## config.mk

```make
export PLATFORM = sky130hd
export DESIGN_NAME = tmr_clksel_edge
export DESIGN_NICKNAME = d
export VERILOG_FILES = /design/src/rtl/tce_pkg.sv /design/src/rtl/tce_ctrl_reg.sv /design/src/rtl/tce_prescaler.sv /design/src/rtl/tce_sync2.sv /design/src/rtl/tce_edge_qual.sv /design/src/rtl/tmr_clksel_edge.sv
export SDC_FILE = /design/constraint.sdc
export NUM_CORES = 1
export LEC_CHECK = 0
export BUFFER_PORTS_ARGS = -buffer_cell sky130_fd_sc_hd__buf_4
export CORE_MARGIN = 1.5
export CORE_UTILIZATION = 40
export DETAILED_ROUTE_END_ITERATION = 12
export PLACE_DENSITY = 0.65
export RECOVER_POWER = 50
export SLEW_MARGIN = 20
export SYNTH_ARGS = -nofsm -noshare
export SYNTH_HDL_FRONTEND = slang
export SYNTH_HIERARCHICAL = 1
export SYNTH_SLANG_ARGS = --single-unit
```

## constraint.sdc

```tcl
create_clock -name clk -period 3.01 [get_ports clk]
set_input_delay 0.1505 -clock clk [delete_from_list [all_inputs] [get_ports clk]]
set_output_delay 0.1505 -clock clk [all_outputs]
set_load 0.02 [all_outputs]
```

## src/rtl/tce_pkg.sv

```systemverilog
package tce_pkg;
    typedef enum logic [1:0] {
        WR_WORD = 2'd0,
        WR_LOW  = 2'd1,
        WR_HIGH = 2'd2,
        WR_BIT  = 2'd3
    } wr_kind_e;

    typedef enum logic [1:0] {
        EDGE_FALL = 2'b00,
        EDGE_RISE = 2'b01,
        EDGE_OFF  = 2'b10,
        EDGE_BOTH = 2'b11
    } edge_mode_e;

    typedef enum logic [1:0] {
        ST_PRIME = 2'd0,
        ST_ARMED = 2'd1,
        ST_MUTED = 2'd2
    } edge_state_e;

    localparam int          CTRL_W    = 16;
    localparam logic [15:0] LIVE_BITS = 16'h0FFF;
endpackage

```

## src/rtl/tce_ctrl_reg.sv

```systemverilog
module tce_ctrl_reg
    import tce_pkg::*;
#(
    parameter int          W         = 16,
    parameter logic [15:0] LIVE_MASK = 16'h0FFF
) (
    input  logic                 clk,
    input  logic                 rst_n,
    input  logic                 wr_en,
    input  logic [1:0]           wr_kind,
    input  logic [$clog2(W)-1:0] wr_bit,
    input  logic [W-1:0]         wr_data,
    output logic [W-1:0]         ctrl
);
    localparam int HALF = W / 2;

    logic [W-1:0] ctrl_nxt;

    always_comb begin
        ctrl_nxt = ctrl;
        if (wr_en) begin
            unique case (wr_kind)
                WR_WORD: ctrl_nxt = wr_data;
                WR_LOW:  ctrl_nxt[HALF-1:0] = wr_data[HALF-1:0];
                WR_HIGH: ctrl_nxt[W-1:HALF] = wr_data[HALF-1:0];
                WR_BIT:  ctrl_nxt[wr_bit] = wr_data[0];
                default: ctrl_nxt = ctrl;
            endcase
        end
    end

    always_ff @(posedge clk or negedge rst_n) begin
        if (!rst_n) ctrl <= '0;
        else        ctrl <= ctrl_nxt & LIVE_MASK[W-1:0];
    end

    // a low-byte write leaves the high byte alone
    a_r2_low_keeps_high: assert property (@(posedge clk) disable iff (!rst_n)
        (wr_en && wr_kind == WR_LOW) |=> (ctrl[W-1:HALF] == $past(ctrl[W-1:HALF])));

    // a single-bit write touches at most one bit
    a_r3_one_bit_only: assert property (@(posedge clk) disable iff (!rst_n)
        (wr_en && wr_kind == WR_BIT) |=> ($countones(ctrl ^ $past(ctrl)) <= 1));
endmodule

```

## src/rtl/tce_prescaler.sv

```systemverilog
module tce_prescaler #(
    parameter int STAGES = 7
) (
    input  logic              clk,
    input  logic              rst_n,
    output logic [STAGES-1:0] taps
);
    logic [STAGES-1:0] cnt;

    always_ff @(posedge clk or negedge rst_n) begin
        if (!rst_n) cnt <= '0;
        else        cnt <= cnt + 1'b1;
    end

    assign taps = cnt;

    // the prescaler advances by one every cycle out of reset
    a_r4_prescale_step: assert property (@(posedge clk) disable iff (!rst_n)
        $past(rst_n) |-> (cnt == STAGES'($past(cnt) + 1'b1)));
endmodule

```

## src/rtl/tce_sync2.sv

```systemverilog
module tce_sync2 #(
    parameter int W = 2
) (
    input  logic         clk,
    input  logic         rst_n,
    input  logic [W-1:0] d,
    output logic [W-1:0] q
);
    logic [W-1:0] meta;

    always_ff @(posedge clk or negedge rst_n) begin
        if (!rst_n) begin
            meta <= '0;
            q    <= '0;
        end else begin
            meta <= d;
            q    <= meta;
        end
    end
endmodule

```

## src/rtl/tce_edge_qual.sv

```systemverilog
module tce_edge_qual
    import tce_pkg::*;
#(
    parameter int SEL_W = 3
) (
    input  logic             clk,
    input  logic             rst_n,
    input  logic             level,
    input  logic [SEL_W-1:0] sel,
    input  logic [1:0]       mode,
    output logic             strobe
);
    edge_state_e      state, state_nxt;
    logic             prev;
    logic [SEL_W-1:0] sel_q;
    logic             sel_chg;
    logic             hit;
    logic             strobe_d;

    assign sel_chg = (sel != sel_q);

    always_comb begin
        unique case (mode)
            EDGE_FALL: hit = prev & ~level;
            EDGE_RISE: hit = ~prev & level;
            EDGE_BOTH: hit = prev ^ level;
            default:   hit = 1'b0;
        endcase
    end

    always_comb begin
        state_nxt = state;
        unique case (state)
            ST_PRIME: state_nxt = (mode == EDGE_OFF) ? ST_MUTED : ST_ARMED;
            ST_ARMED: begin
                if (mode == EDGE_OFF) state_nxt = ST_MUTED;
                else if (sel_chg)     state_nxt = ST_PRIME;
            end
            ST_MUTED: if (mode != EDGE_OFF) state_nxt = ST_PRIME;
            default:  state_nxt = ST_PRIME;
        endcase
    end

    always_ff @(posedge clk or negedge rst_n) begin
        if (!rst_n) state <= ST_PRIME;
        else        state <= state_nxt;
    end

    always_comb begin
        strobe_d = (state == ST_ARMED) && !sel_chg && hit;
    end

    always_ff @(posedge clk or negedge rst_n) begin
        if (!rst_n) begin
            prev   <= 1'b0;
            sel_q  <= '0;
            strobe <= 1'b0;
        end else begin
            prev   <= level;
            sel_q  <= sel;
            strobe <= strobe_d;
        end
    end

    // a single-edge mode never gives back-to-back strobes
    a_r5_single_wide: assert property (@(posedge clk) disable iff (!rst_n)
        (strobe && mode != EDGE_BOTH && $stable(mode) && $stable(sel)) |=> !strobe);

    // a muted qualifier stays silent
    a_r7_muted_silent: assert property (@(posedge clk) disable iff (!rst_n)
        (mode == EDGE_OFF && $past(mode) == EDGE_OFF) |-> !strobe);

    // switching the source never strobes in the next cycle
    a_r9_switch_quiet: assert property (@(posedge clk) disable iff (!rst_n)
        (sel != $past(sel)) |=> !strobe);
endmodule

```

## src/rtl/tmr_clksel_edge.sv

```systemverilog
module tmr_clksel_edge
    import tce_pkg::*;
#(
    parameter int NUM_CH = 2,
    parameter int SEL_W  = 3
) (
    input  logic        clk,
    input  logic        rst_n,
    input  logic        wr_en,
    input  logic [1:0]  wr_kind,
    input  logic [3:0]  wr_bit,
    input  logic [15:0] wr_data,
    output logic [15:0] rd_data,
    input  logic        ext_clk_pin,
    input  logic        ext_clr_pin,
    output logic [1:0]  cnt_strobe,
    output logic        clr_strobe
);
    localparam int NUM_SRC   = 2 ** SEL_W;
    localparam int NUM_TAPS  = NUM_SRC - 1;
    localparam int EDGE_BASE = 8;
    localparam int CLR_LSB   = 6;

    logic [CTRL_W-1:0]   ctrl;
    logic [NUM_TAPS-1:0] taps;
    logic [1:0]          pins_s;
    logic                ext_clk_s;
    logic                ext_clr_s;

    tce_ctrl_reg #(.W(CTRL_W), .LIVE_MASK(LIVE_BITS)) u_reg (
        .clk     (clk),
        .rst_n   (rst_n),
        .wr_en   (wr_en),
        .wr_kind (wr_kind),
        .wr_bit  (wr_bit),
        .wr_data (wr_data),
        .ctrl    (ctrl)
    );

    tce_prescaler #(.STAGES(NUM_TAPS)) u_pre (
        .clk   (clk),
        .rst_n (rst_n),
        .taps  (taps)
    );

    tce_sync2 #(.W(2)) u_sync (
        .clk   (clk),
        .rst_n (rst_n),
        .d     ({ext_clr_pin, ext_clk_pin}),
        .q     (pins_s)
    );

    assign ext_clk_s = pins_s[0];
    assign ext_clr_s = pins_s[1];
    assign rd_data   = ctrl;

    for (genvar ch = 0; ch < NUM_CH; ch++) begin : g_ch
        logic [SEL_W-1:0]   sel;
        logic [1:0]         mode;
        logic [NUM_SRC-1:0] src;
        logic               lvl;

        assign sel  = ctrl[ch*SEL_W +: SEL_W];
        assign mode = ctrl[EDGE_BASE + 2*ch +: 2];
        assign src  = {ext_clk_s, taps};
        assign lvl  = src[sel];

        tce_edge_qual #(.SEL_W(SEL_W)) u_q (
            .clk    (clk),
            .rst_n  (rst_n),
            .level  (lvl),
            .sel    (sel),
            .mode   (mode),
            .strobe (cnt_strobe[ch])
        );
    end

    tce_edge_qual #(.SEL_W(1)) u_clr (
        .clk    (clk),
        .rst_n  (rst_n),
        .level  (ext_clr_s),
        .sel    (1'b0),
        .mode   (ctrl[CLR_LSB +: 2]),
        .strobe (clr_strobe)
    );

    // pass-through clear mode never clears
    a_r8_clear_passthru: assert property (@(posedge clk) disable iff (!rst_n)
        (ctrl[CLR_LSB +: 2] == 2'b10 && $past(ctrl[CLR_LSB +: 2]) == 2'b10) |-> !clr_strobe);

    // unused upper bits never read back as one
    a_r1_upper_zero: assert property (@(posedge clk) disable iff (!rst_n)
        $past(wr_en) |-> (rd_data[15:12] == 4'h0));
endmodule

```

==> impl_metrics.yaml <==
timing:
  hold_ws_ns: 0.159
  drv_slew: 0
  clock_skew_ns: 0.00524
  grt_setup_unrepaired: "false"
  setup-tns-final_ns: 0
  setup_viol: 0
  worst_pin_slew_ns: 0.788
  fin_ws_ns: 0.791
  fin_crit_ns: 2.22
  slew_headroom_pct: 47.5
  final_hold_viol_count: 0
  max_freq_mhz: 451
  finalCritPeriodShare_pct: 73.7
worst_setup_path:
  critPathRequiredTime_ns: 3.19
  critPathBufInv: 1
  cp_cell_sequence: "mux4_1, mux2_2, inv_1, ha_1, nor2b_1, o21ai_1, a2111oi_2"
  worstPathArrival_ns: 2.40
  critPathMaxStageDelay_ns: 0.57
  worst-path-max-fanout: 6
  critPathTopFamily: "multiplexers"
  criticalPathCategory: "reg -> reg"
  cpMaxStageDelayCell: "mux4_1"
  worstSetupStartpointType: "register"
  critPathCaptureType: "register"
final_layout:
  design_area_sq_um: 2880
  final_core_util_pct: 48.3
  antenna_cells: 0
  layout-area-overhead-vs-synth_pct: 15.9
  fin_nets: 279
  drive_above_1_share_pct: 30.9
clock_network:
  cts_sinks: 42
  cts_resized: 0
  cts.htree.levels: 2
  clk_latency_ns: 0.29
  numCtsBuffers: 5
  cts_hold_buf: 3
  cts.clk_slew.worst_paths_ns: 0.08
  max-clock-path-buffers: 2
  cts-root-buf: "clkbuf_8"
  postCtsSetupRepairBufs: 0
  tritoncts: "done"
routing:
  drc: 0
  first_pass_iters: 4
  drt_iter0_markers: 130
  final_antenna_net_count: 0
  wl_per_cell_microns: 14.1
  via_per_inst: 5.19
  routed_wl_mm: 4.53
  vias: 1667
floorplanning:
  dieWidth_microns: 81.7
  ios: 46
  rows: 28
  start_util_pct: 41.6
  dieArea_sq_um: 6680
  die_h_microns: 81.7
  core_area_sq_um: 5960
power:
  power.density_nw_per_um2: 541
  leakagePower_uw: 0.00131
  irDropWorstVdd_v: 0.000236
synthesis:
  syn_inst: 210
  seq_area_frac_synth_pct: 42.4
  yosys_register_bits: 42
  synth_area_leaders: "dfrtp_1 (42%), mux4_1 (4.2%), ha_1 (3.5%)"
  synth_ff_type: "dfrtp_1"
  synth.cell_area_sq_um: 2480
  synth_commonest_cells: "dfrtp_1 (42), inv_1 (15), nand2b_1 (9), xnor2_1 (9)"
  synth-edff-count: 0
  yosysTopAreaCell: "dfrtp_1"
  yosysWarnings: 6
  syn_area_per_cell_sq_um: 11.8
  synth_cell_types: 49
  synth_most_common_cell: "dfrtp_1"
  synth_top_area_share_pct: 42.4
  synth-async-reset-ratio_pct: 100
place:
  preCtsSetupSlack_ns: 0.790
  gp_congestion: 0.788
  placed_cell_area_sq_um: 2740
  place_hpwl_mm: 3.25
  numPortBuffers: 37
grt:
  grt_pass1_vias: 1578
  busiest_layer: "met2"
  grt_max_degree: 43
  antenna_found_initial: 0
  use_met3_pct: 2.67
  grt_util_met1_pct: 22.4
  grt.total_usage_pct: 15.8
  grtUsageMet2_pct: 24.3
  grt_overflow: 0
  grt_pass1_wl_mm: 8.00
hold_path:
  min_path_type: "in -> reg"
run_status:
  status: "completed"
job:
  maxCapViolations: 0
registers in the layout, summed over array words and instances (netlist names), 2 cells and up:
name	cells
g_ch.u_q/sel_q	6
g_ch.u_q/state	4
u_sync/q	2
g_ch.u_q/strobe	2
u_clr/state	2
g_ch.u_q/prev	2
u_pre/taps	7
u_reg/ctrl	12
u_sync/meta	2
tightest hold or removal path, stage by stage:
cell and delay, ns:
buf_4 0.08, a22oi_1 0.06, mux2i_1 0.11
area by class of cell:
type                            instances  area (sq um)
Timing Repair Buffer                   40           304
Sequential cell                        42          1050
Clock buffer                            5          68.8
Multi-Input combinational cell        141          1260
Tap cell                               75          93.8
Clock inverter                          3          43.8
Fill cell                             570          3080
Inverter                               15          56.3
worst paths after layout:
kind | start | to | slack, ns | depth (start not counted)
setup / recovery | u_reg/ctrl[0] | g_ch[0].u_q/strobe | 0.79 | 7
hold / removal | wr_data[5] | u_reg/ctrl[5] | 0.16 | 3
setup reg to reg | u_reg/ctrl[0] | g_ch[0].u_q/strobe | 0.79 | 7
hold reg to reg | u_sync/meta[0] | u_sync/q[0] | 0.35 | 0
max in group asynchronous | rst_n | g_ch[0].u_q/state[0] | 2.27 | 2
min in group asynchronous | rst_n | u_pre/taps[0] | 0.38 | 2
report_power, final:
part | leakage (uW) | internal (uW) | total (uW) | switching (uW)
sequential | 0.000513 | 643 | 731 | 87.6
combinational | 0.000735 | 197 | 387 | 190
clock | 0.0000585 | 248 | 437 | 189
routing by layer:
metal  vias up  wire [microns]
li1        817               -
met1       818            2180
met2        30            2170
met3         2             136
met4         0              40
met5         -               0
placed cells by master (no fill, tap or decap), types with 2 or more instances in the layout:
master / instances
a2111oi_2: 2
a21oi_1: 5
a221oi_1: 2
a22o_1: 4
a22oi_1: 3
a311oi_2: 3
and3_1: 4
and4bb_2: 4
buf_4: 34
clkbuf_4: 2
clkbuf_8: 5
conb_1: 6
dfrtp_1: 42
dlygate4sd3_1: 3
ha_1: 7
inv_1: 15
mux2_2: 6
mux2_4: 4
mux2i_1: 3
mux4_1: 4
nand2_1: 8
nand2b_1: 9
nand3_1: 4
nor2_1: 5
nor2b_1: 6
nor3b_1: 2
nor4b_4: 2
o211ai_1: 8
o21ai_0: 4
o21ai_1: 2
o2bb2ai_1: 3
or3b_2: 3
xnor2_1: 9
xor2_1: 3
cells by family (layout without fill, tap and decap cells):
logic type               count (synthesis)  in the layout  synth area share, %
multiplexers                            17             17                 10.6
AO/OA/AOI/OAI                           39             39                 12.9
XOR/XNOR                                12             12                 4.24
AND/OR/NAND/NOR                         60             60                 18.6
buffers and inverters                   31             63                 7.52
other                                    2              6                0.303
adder cells (fa/ha/maj)                  7              7                 3.53
flip-flops                              42             42                 42.4
metrics by stage:
step | std cells | total power (uW)
final | 321 | 1560
after global routing | 321 | 1670
after CTS | 321 | 1590
after detailed placement | 310 | 1130
after global placement | 310 | 1130
after floorplan | 214 | 1000
Power figures use the tool's default switching activity.
